File: config.mk
export PLATFORM = sky130hd
export DESIGN_NAME = memtick_clkgen
export DESIGN_NICKNAME = d
export VERILOG_FILES = /design/src/rtl/memtick_pkg.sv /design/src/rtl/memtick_cfg_reg.sv /design/src/rtl/memtick_prescale.sv /design/src/rtl/memtick_divider.sv /design/src/rtl/memtick_clkgen.sv
export SDC_FILE = /design/constraint.sdc
export NUM_CORES = 1
export LEC_CHECK = 0
export CORE_MARGIN = 2
export CORE_UTILIZATION = 53
export CTS_CLUSTER_DIAMETER = 100
export DETAILED_ROUTE_END_ITERATION = 6
export DONT_BUFFER_PORTS = 1
export PLACE_DENSITY = 0.71
export RECOVER_POWER = 100
export SLEW_MARGIN = 30
export SYNTH_ARGS = -nofsm -noshare
export SYNTH_HDL_FRONTEND = slang
export SYNTH_SLANG_ARGS = --single-unit
export TNS_END_PERCENT = 5
File: constraint.sdc
create_clock -name clk_i -period 1.1 [get_ports clk_i]
set_input_delay 0.055 -clock clk_i [delete_from_list [all_inputs] [get_ports clk_i]]
set_output_delay 0.055 -clock clk_i [all_outputs]
set_load 0.02 [all_outputs]
File: src/rtl/memtick_pkg.sv
package memtick_pkg;
  localparam int unsigned REG_W = 8;
  localparam int unsigned FIELD_W = 6;

  typedef struct packed {
    logic                 pre_en;
    logic [FIELD_W-1:0]   div_n;
  } memtick_cfg_t;
endpackage

File: src/rtl/memtick_cfg_reg.sv
module memtick_cfg_reg
  import memtick_pkg::*;
(
  input  logic         clk_i,
  input  logic         rst_ni,
  input  logic         wr_hit_i,
  input  memtick_cfg_t wr_cfg_i,
  output memtick_cfg_t cfg_o,
  output logic         loaded_o
);
  memtick_cfg_t cfg_q, cfg_d;
  logic         loaded_q, loaded_d;
  logic         take;

  always_comb begin
    take     = wr_hit_i & ~loaded_q;
    cfg_d    = cfg_q;
    loaded_d = loaded_q;
    if (take) begin
      cfg_d    = wr_cfg_i;
      loaded_d = 1'b1;
    end
  end

  always_ff @(posedge clk_i or negedge rst_ni) begin
    if (!rst_ni) begin
      cfg_q    <= '0;
      loaded_q <= 1'b0;
    end else begin
      cfg_q    <= cfg_d;
      loaded_q <= loaded_d;
    end
  end

  assign cfg_o    = cfg_q;
  assign loaded_o = loaded_q;

  assert_cfg_locked_R3: assert property (@(posedge clk_i) disable iff (!rst_ni)
    loaded_q |=> ($stable(cfg_q) && loaded_q));

  assert_load_by_write_R2: assert property (@(posedge clk_i) disable iff (!rst_ni)
    $rose(loaded_q) |-> ($past(wr_hit_i) && cfg_q == $past(wr_cfg_i)));
endmodule

File: src/rtl/memtick_prescale.sv
module memtick_prescale #(
  parameter int unsigned RATIO = 8
) (
  input  logic clk_i,
  input  logic rst_ni,
  input  logic run_i,
  input  logic en_i,
  output logic wrap_o
);
  localparam int unsigned CNT_W = (RATIO > 1) ? $clog2(RATIO) : 1;
  localparam logic [CNT_W-1:0] LAST = CNT_W'(RATIO - 1);

  logic [CNT_W-1:0] cnt_q, cnt_d;
  logic             at_last;

  assign at_last = (cnt_q == LAST);

  always_comb begin
    cnt_d = cnt_q;
    if (!run_i || !en_i) begin
      cnt_d = '0;
    end else if (at_last) begin
      cnt_d = '0;
    end else begin
      cnt_d = cnt_q + 1'b1;
    end
  end

  always_ff @(posedge clk_i or negedge rst_ni) begin
    if (!rst_ni) cnt_q <= '0;
    else         cnt_q <= cnt_d;
  end

  assign wrap_o = en_i ? at_last : 1'b1;

  assert_pre_idle_R8: assert property (@(posedge clk_i) disable iff (!rst_ni)
    !run_i |=> (cnt_q == '0));
endmodule

File: src/rtl/memtick_divider.sv
module memtick_divider #(
  parameter int unsigned CNT_W = 6
) (
  input  logic             clk_i,
  input  logic             rst_ni,
  input  logic             run_i,
  input  logic             step_i,
  input  logic [CNT_W-1:0] limit_i,
  output logic             wrap_o
);
  logic [CNT_W-1:0] cnt_q, cnt_d;
  logic             at_limit;

  assign at_limit = (cnt_q == limit_i);

  always_comb begin
    cnt_d = cnt_q;
    if (!run_i) begin
      cnt_d = '0;
    end else if (step_i) begin
      cnt_d = at_limit ? '0 : cnt_q + 1'b1;
    end
  end

  always_ff @(posedge clk_i or negedge rst_ni) begin
    if (!rst_ni) cnt_q <= '0;
    else         cnt_q <= cnt_d;
  end

  assign wrap_o = at_limit;

  assert_cnt_in_range_R7: assert property (@(posedge clk_i) disable iff (!rst_ni)
    run_i |-> (cnt_q <= limit_i));
endmodule

File: src/rtl/memtick_clkgen.sv
module memtick_clkgen
  import memtick_pkg::*;
#(
  parameter int unsigned ADDR_W    = 2,
  parameter int unsigned CTRL_ADDR = 0,
  parameter int unsigned PRE_RATIO = 8
) (
  input  logic              clk_i,
  input  logic              rst_ni,
  input  logic [ADDR_W-1:0] bus_addr_i,
  input  logic              bus_wr_i,
  input  logic [REG_W-1:0]  bus_wdata_i,
  output logic [REG_W-1:0]  bus_rdata_o,
  output logic              loaded_o,
  output logic              tick_o
);
  localparam logic [ADDR_W-1:0] CTRL_SEL = ADDR_W'(CTRL_ADDR);

  logic         sync1_q, sync2_q, rst_n;
  logic         ctrl_sel, wr_hit;
  memtick_cfg_t wr_cfg, cfg;
  logic         loaded, pre_wrap, div_wrap;

  always_ff @(posedge clk_i or negedge rst_ni) begin
    if (!rst_ni) begin
      sync1_q <= 1'b0;
      sync2_q <= 1'b0;
    end else begin
      sync1_q <= 1'b1;
      sync2_q <= sync1_q;
    end
  end
  assign rst_n = sync2_q;

  assign ctrl_sel = (bus_addr_i == CTRL_SEL);
  assign wr_hit   = bus_wr_i & ctrl_sel;
  assign wr_cfg   = memtick_cfg_t'(bus_wdata_i[REG_W-2:0]);

  memtick_cfg_reg u_cfg (
    .clk_i    (clk_i),
    .rst_ni   (rst_n),
    .wr_hit_i (wr_hit),
    .wr_cfg_i (wr_cfg),
    .cfg_o    (cfg),
    .loaded_o (loaded)
  );

  memtick_prescale #(.RATIO(PRE_RATIO)) u_pre (
    .clk_i  (clk_i),
    .rst_ni (rst_n),
    .run_i  (loaded),
    .en_i   (cfg.pre_en),
    .wrap_o (pre_wrap)
  );

  memtick_divider #(.CNT_W(FIELD_W)) u_div (
    .clk_i   (clk_i),
    .rst_ni  (rst_n),
    .run_i   (loaded),
    .step_i  (pre_wrap),
    .limit_i (cfg.div_n),
    .wrap_o  (div_wrap)
  );

  always_comb begin
    bus_rdata_o = '0;
    if (ctrl_sel) bus_rdata_o = {loaded, cfg};
  end

  assign loaded_o = loaded;
  assign tick_o   = loaded & pre_wrap & div_wrap;

  assert_tick_gated_R6: assert property (@(posedge clk_i) disable iff (!rst_n)
    tick_o |-> loaded_o);

  assert_reserved_quiet_R5: assert property (@(posedge clk_i) disable iff (!rst_n)
    (bus_wr_i && !ctrl_sel && !loaded_o) |=> !loaded_o);

  assert_tick_single_R7: assert property (@(posedge clk_i) disable iff (!rst_n)
    (tick_o && cfg.div_n != '0) |=> !tick_o);
endmodule

Yosys cells after proc, flatten, opt, wreduce, memory -nomap -nowiden
Index checks and enable logic that the tools add are counted.
Word-level totals
  bits of input ports: 13
  word-level logic and storage cells: 28
  flip-flop bits (word level): 19
Cells by class
  eq/ne operators: 3
  bitwise gates (word level): 5
  reductions and logical operators: 4
  add/sub/neg operators: 2
  mux-type cells: 7
Operator list (number)
  $mux W6: 3
  $mux W8: 1
  $add A6 B1 Y6 const B: 1
  $eq A6 B6 Y1: 1
  $mux W3: 2
  $and A1 B1 Y1: 4
  $add A3 B1 Y3 const B: 1
  $eq A3 B3 Y1 const B: 1
  $logic_not A1 Y1: 2
  $logic_not A2 Y1: 1
  $ne A2 B2 Y1 const B: 1
  $logic_or A1 B1 Y1: 1
  $mux W1: 1
  $not A1 Y1: 1

Depth between registers and ports, before layout
  depth after elaboration: 4
  gate-level depth with buffers: 6
  depth with buffers taken out: 6

By module
Synthesis repeated with hierarchy kept, for this count alone.
Unflattened totals
  cell total of the unflattened synthesis: 82
  area, all modules: 1064.8 µm²
Modules (own cells, without submodules)
  memtick_divider: instances 1, seq. area each 150.1 µm², cells an instance 40, area an instance 399.1 µm²
  memtick_cfg_reg: instances 1, seq. area each 200.2 µm², cells an instance 18, area an instance 336.6 µm²
  memtick_clkgen: instances 1, seq. area each 50.0 µm², cells an instance 15, area an instance 195.2 µm²
  memtick_prescale: instances 1, seq. area each 75.1 µm², cells an instance 9, area an instance 133.9 µm²

Worst setup path before layout
Ideal clock, no wire load.
  path type: flip-flop to flip-flop
  from: register u_cfg.loaded_q (netlist: u_cfg.loaded_o)
  to: register u_cfg.cfg_q, in the netlist u_cfg.cfg_o[0]
  cell stages (with the launch flop): 3
  setup slack: -384 ps
  library setup time: 125 ps
  data arrival time: 1359 ps
  required time: 975 ps
  buffers on the path: 0
  cells stage by stage: dfrtp_1 nor4b_4 mux2_2
Between the ends
  word-level cells in the longest chain between the ends: 2
RTL lines
  start, declared: line memtick_cfg_reg.sv:12  | logic loaded_q, loaded_d;
  start signal, assigned: line memtick_cfg_reg.sv:31  | loaded_q <= loaded_d;
  $not A1 Y1: line memtick_cfg_reg.sv:16  | take = wr_hit_i & ~loaded_q;
  $and A1 B1 Y1: line memtick_cfg_reg.sv:16
  end signal, assigned: line memtick_cfg_reg.sv:30  | cfg_q <= cfg_d;
  end, declared: line memtick_cfg_reg.sv:11  | memtick_cfg_t cfg_q, cfg_d;
Every way passes these cells.
A chain may end at the register's enable or synchronous reset.

Worst setup path in the final report
  from: register u_cfg.cfg_q, in the netlist u_cfg.cfg_o[4]
  to: output port tick_o
Between the ends
  word-level cells in the longest chain between the ends: 2
RTL lines
  $eq A6 B6 Y1: line memtick_divider.sv:14  | assign at_limit = (cnt_q == limit_i);
  $and A1 B1 Y1: line memtick_clkgen.sv:71  | assign tick_o = loaded & pre_wrap & div_wrap;
  end, declared: line memtick_clkgen.sv:15  | output logic tick_o
Every way passes these cells.

==> run summary <==
The clock passes through at most 2 buffers. The checks that failed: setup timing. VDD sags by at most 1.19 mV. Total routing resource utilization after global routing: 0.230.

Summing over every cut layer, the via total after detailed routing is 694. In the post-synthesis netlist, the biggest area contributors are dfrtp_1 52%, mux2_2 8.6%, and2_1 6.1%. After detailed placement, the total cell area comes to 0.00111 sq mm.

The antenna diode count came out at 0. The final critical-path setup slack is -524 ps. The tools report the post-route standard cell area excluding fillers as 0.00128 sq mm.

Compared with the post-synthesis result, the final layout area differs by 39.2%. Dividing the detail-routed wire length by the instance count gives 16.8 um. After clock tree synthesis, the clock-pin slew on the worst setup and hold paths is 110 ps. When the netlist entered floorplanning its net count stood at 89. Wires add up to 2.08 mm. The cell family contributing the most delay on the critical path is simple AND/OR/NAND/NOR gates. The part of the total power dissipated in combinational logic is 0.426.

After global routing the overflow that remains totals 0. Setup repair after global routing could not meet its margin everywhere. Detailed placement ended at an HPWL of 1.31 mm. During placement, the flow inserted port buffers numbering 0. In this run the remaining antenna-violating nets after routing total 0.

The depth of the worst register-to-register path is 5. The endpoint identified for the worst register-to-register timing path is u_div.cnt_q[4]. The power per standard cell area is 1890 mW/mm^2, and the net total in the final layout is 124. The most critical setup path has its startpoint at u_cfg.cfg_o[4]. The cell type with the highest aggregate area in the netlist was dfrtp_1.

STA classifies the critical path startpoint as a flop. The synthesized netlist occupies a cell area of 918 sq um. TritonCTS built the clock tree.

The tools report the register share of total power as 0.429. For the worst setup path, the data required time is 1040 ps. Data on the critical path arrives at its endpoint at 1570 ps.

The share of the clock period used by the worst path came out at 1.48. In this run the worst setup path terminates at tick_o. The share of layout cells above drive strength 1 works out to 0.411.

In this run the worst hold path is classified as primary input to flop. The congestion estimate from routability-driven global placement came to 0.742. The detailed router finished its first iteration with 14 violations. The number of buffer and inverter instances along the worst setup path is 1, and the share of the yosys chip area belonging to registers is 0.518.

In this run the standard cell core region covers 0.00167 sq mm. The top cell types in the final layout, fill and taps aside, are 17 x dfrtp_1, 16 x buf_4, 10 x dlygate4sd3_1. The logs give 0 for the number of pins exceeding their max-slew limit in the final report and 11 for the pin count of the biggest net entering global routing. The number of global-route vias before repair is 687, and the register-to-register path setup slack is -470 ps.

The smallest clock period supported by the final layout is computed as 1620 ps. Setup violations remaining at the end of the flow were counted as 20. The initial cell density of the core was 0.550; the DRC violation count after routing was 0. TritonCTS created 3 clock buffers. The tool flagged a number of max-cap violations equal to 0. For the worst clock skew, the log shows 6.97 ps. For the area enclosed by the die boundary, the log shows 0.00208 sq mm. The worst setup path is of the flop to output port kind.

The most common cell after layout, fill and taps aside is dfrtp_1. The switching power share of the total is 0.334. The run finished, with violations left. The run gives 0 as the initial antenna violation count. After synthesis, the mean cell area works out to 12.6 sq um.

The maximum fanout encountered on the critical timing path was 2. The run gives 0 as the count of yosys warnings during synthesis. The longest individual stage delay on the worst path is 410 ps, and the y dimension of the die is 45.6 um. Walking the worst path, the cells encountered are xor2_1, nor4_2, nand3_2, nor2_1, buf_4.

The number of H-tree branching levels was 1; the number of sinks on the clock net was 19. For this design, the slowest cell found on the critical path is dfrtp_1. In this run the horizontal extent of the chip is 45.6 um.

The synthesized design contains 19 register bits. The count of endpoints failing hold in the final timing report is 0. For the insertion delay of the later-clocked pin in the worst-skew pair, the log shows 290 ps. In this run the critical register-to-register path is launched from u_cfg.cfg_o[4]. The post-detailed-route via-to-cell ratio was 5.60. The area share of the largest cell type after synthesis was 0.518. STA classifies the critical path endpoint as an output port. The root buffer cell chosen for the clock tree is clkbuf_4.

Synthesis handed over a netlist of 73 instances. The count of non-filler cells in the finished layout is 124. Yosys mapped the design onto 20 distinct sky130hd cell types. The first global-routing pass estimated 3.28 mm of wire. The number of placed instances with taps included is 109, and the standby leakage power is 0.000616 uW. Timing would allow up to 616 MHz.

For the top-level port count, the log shows 23. Cell internal power was estimated by the tool at 1600 uW. The fraction of power consumed by the clock network came out at 0.145. The total iterations of the first detailed-routing run is 4, and the number of standard-cell rows in the floorplan is 15. Cell count along the critical path: 5. For the net switching power, the log shows 806 uW.
[how the worst min path moves through the flow]
stage | from | to | slack [ps] | depth (start not counted)
detailed placement | rst_ni | rst_n | -240 | 0
finish | bus_addr_i[0] | u_cfg.loaded_o | 90 | 2
global placement | rst_ni | rst_n | -240 | 0
floorplan | rst_ni | rst_n | -240 | 0
global route | bus_addr_i[0] | u_cfg.loaded_o | 100 | 2
CTS | bus_addr_i[0] | u_cfg.loaded_o | 90 | 2
[kinds of logic (layout without fill, tap and decap cells)]
kind of cell	count (synthesis)	count (layout)	synth area share
muxes	7	7	0.0858
adders and majority gates	3	3	0.0409
AOI/OAI and AO/OA	7	7	0.0749
buffers and inverters	0	34	0
other	1	1	0.00408
DFF	19	19	0.518
and+or+nand+nor	26	26	0.181
xor gates and xnor gates	10	10	0.0954
[worst register-to-register path: stages (launching register included)]
cell	delay (ps)
dfrtp_1	410
xor2_1	170
nor4_2	310
nand3_2	130
buf_4	180
a32o_1	250
[power groups by stage]
| stage | clock network (uW) | registers, uW | logic, uW |
|---|---|---|---|
| 2_1_floorplan | 0 | 1040 | 553 |
| 3_3_place_gp | 0 | 1020 | 894 |
| 3_5_place_dp | 0 | 1030 | 910 |
| 4_1_cts | 355 | 1020 | 1010 |
| 5_1_grt | 376 | 1060 | 1110 |
| 6_report | 350 | 1030 | 1030 |
[registers in the layout (all words and copies together) (netlist names)]
register	cells
rst_n	1
sync1_q	1
u_cfg.cfg_o	7
u_cfg.loaded_o	1
u_div.cnt_q	6
u_pre.cnt_q	3
[final cells by class]
class,instances,area [sq um]
multi-input combinational,54,500
sequential,19,478
fill,88,392
timing repair buffer,30,253
clock buffer,4,26.3
tap,17,21.3
[cells in the mapped netlist]
library cell / number
mux2_2: 7
conb_1: 1
and3_1: 2
ha_1: 3
dfrtp_1: 19
xnor2_1: 4
a22o_2: 1
nand2b_1: 1
nor4b_4: 1
xor2_1: 6
nand3_1: 2
nor4_2: 1
nor3_1: 1
and2_1: 9
a21o_1: 1
a32o_2: 1
nor2_1: 5
a32o_1: 4
nand3_2: 1
nand2_1: 3
[metrics by stage]
step                hold slack [ps]  setup TNS [ps]  total power (uW)  setup slack (ps)  utilization
floorplan                      -241           -3730              1590              -272            -
global placement               -241           -3330              1920              -353        0.664
detailed placement             -241           -3400              1940              -346        0.664
CTS                            90.5           -4170              2380              -502        0.765
global route                    101           -5660              2540              -604        0.766
finish                         90.2           -4540              2410              -524        0.766
[metal layers]
metal / track usage / vias to the layer above / routed length [um]
li1: - / 328 / -
met1: 0.305 / 349 / 925
met2: 0.375 / 15 / 1080
met3: 0.0278 / 2 / 58
met4: 0.106 / 0 / 21
met5: 0 / - / 0
[timing repair]
item / 4_1_cts / 5_1_grt
pin swaps: 1 / 1
setup endpoints to repair: 21 / 24
gates resized for setup: 12 / 2
cloned: 0 / 0
hold endpoints to repair: 10 / 0
hold buffers: 10 / 0
buffers inserted: 1 / 0
No activity file was read; power rests on OpenSTA's default activity.
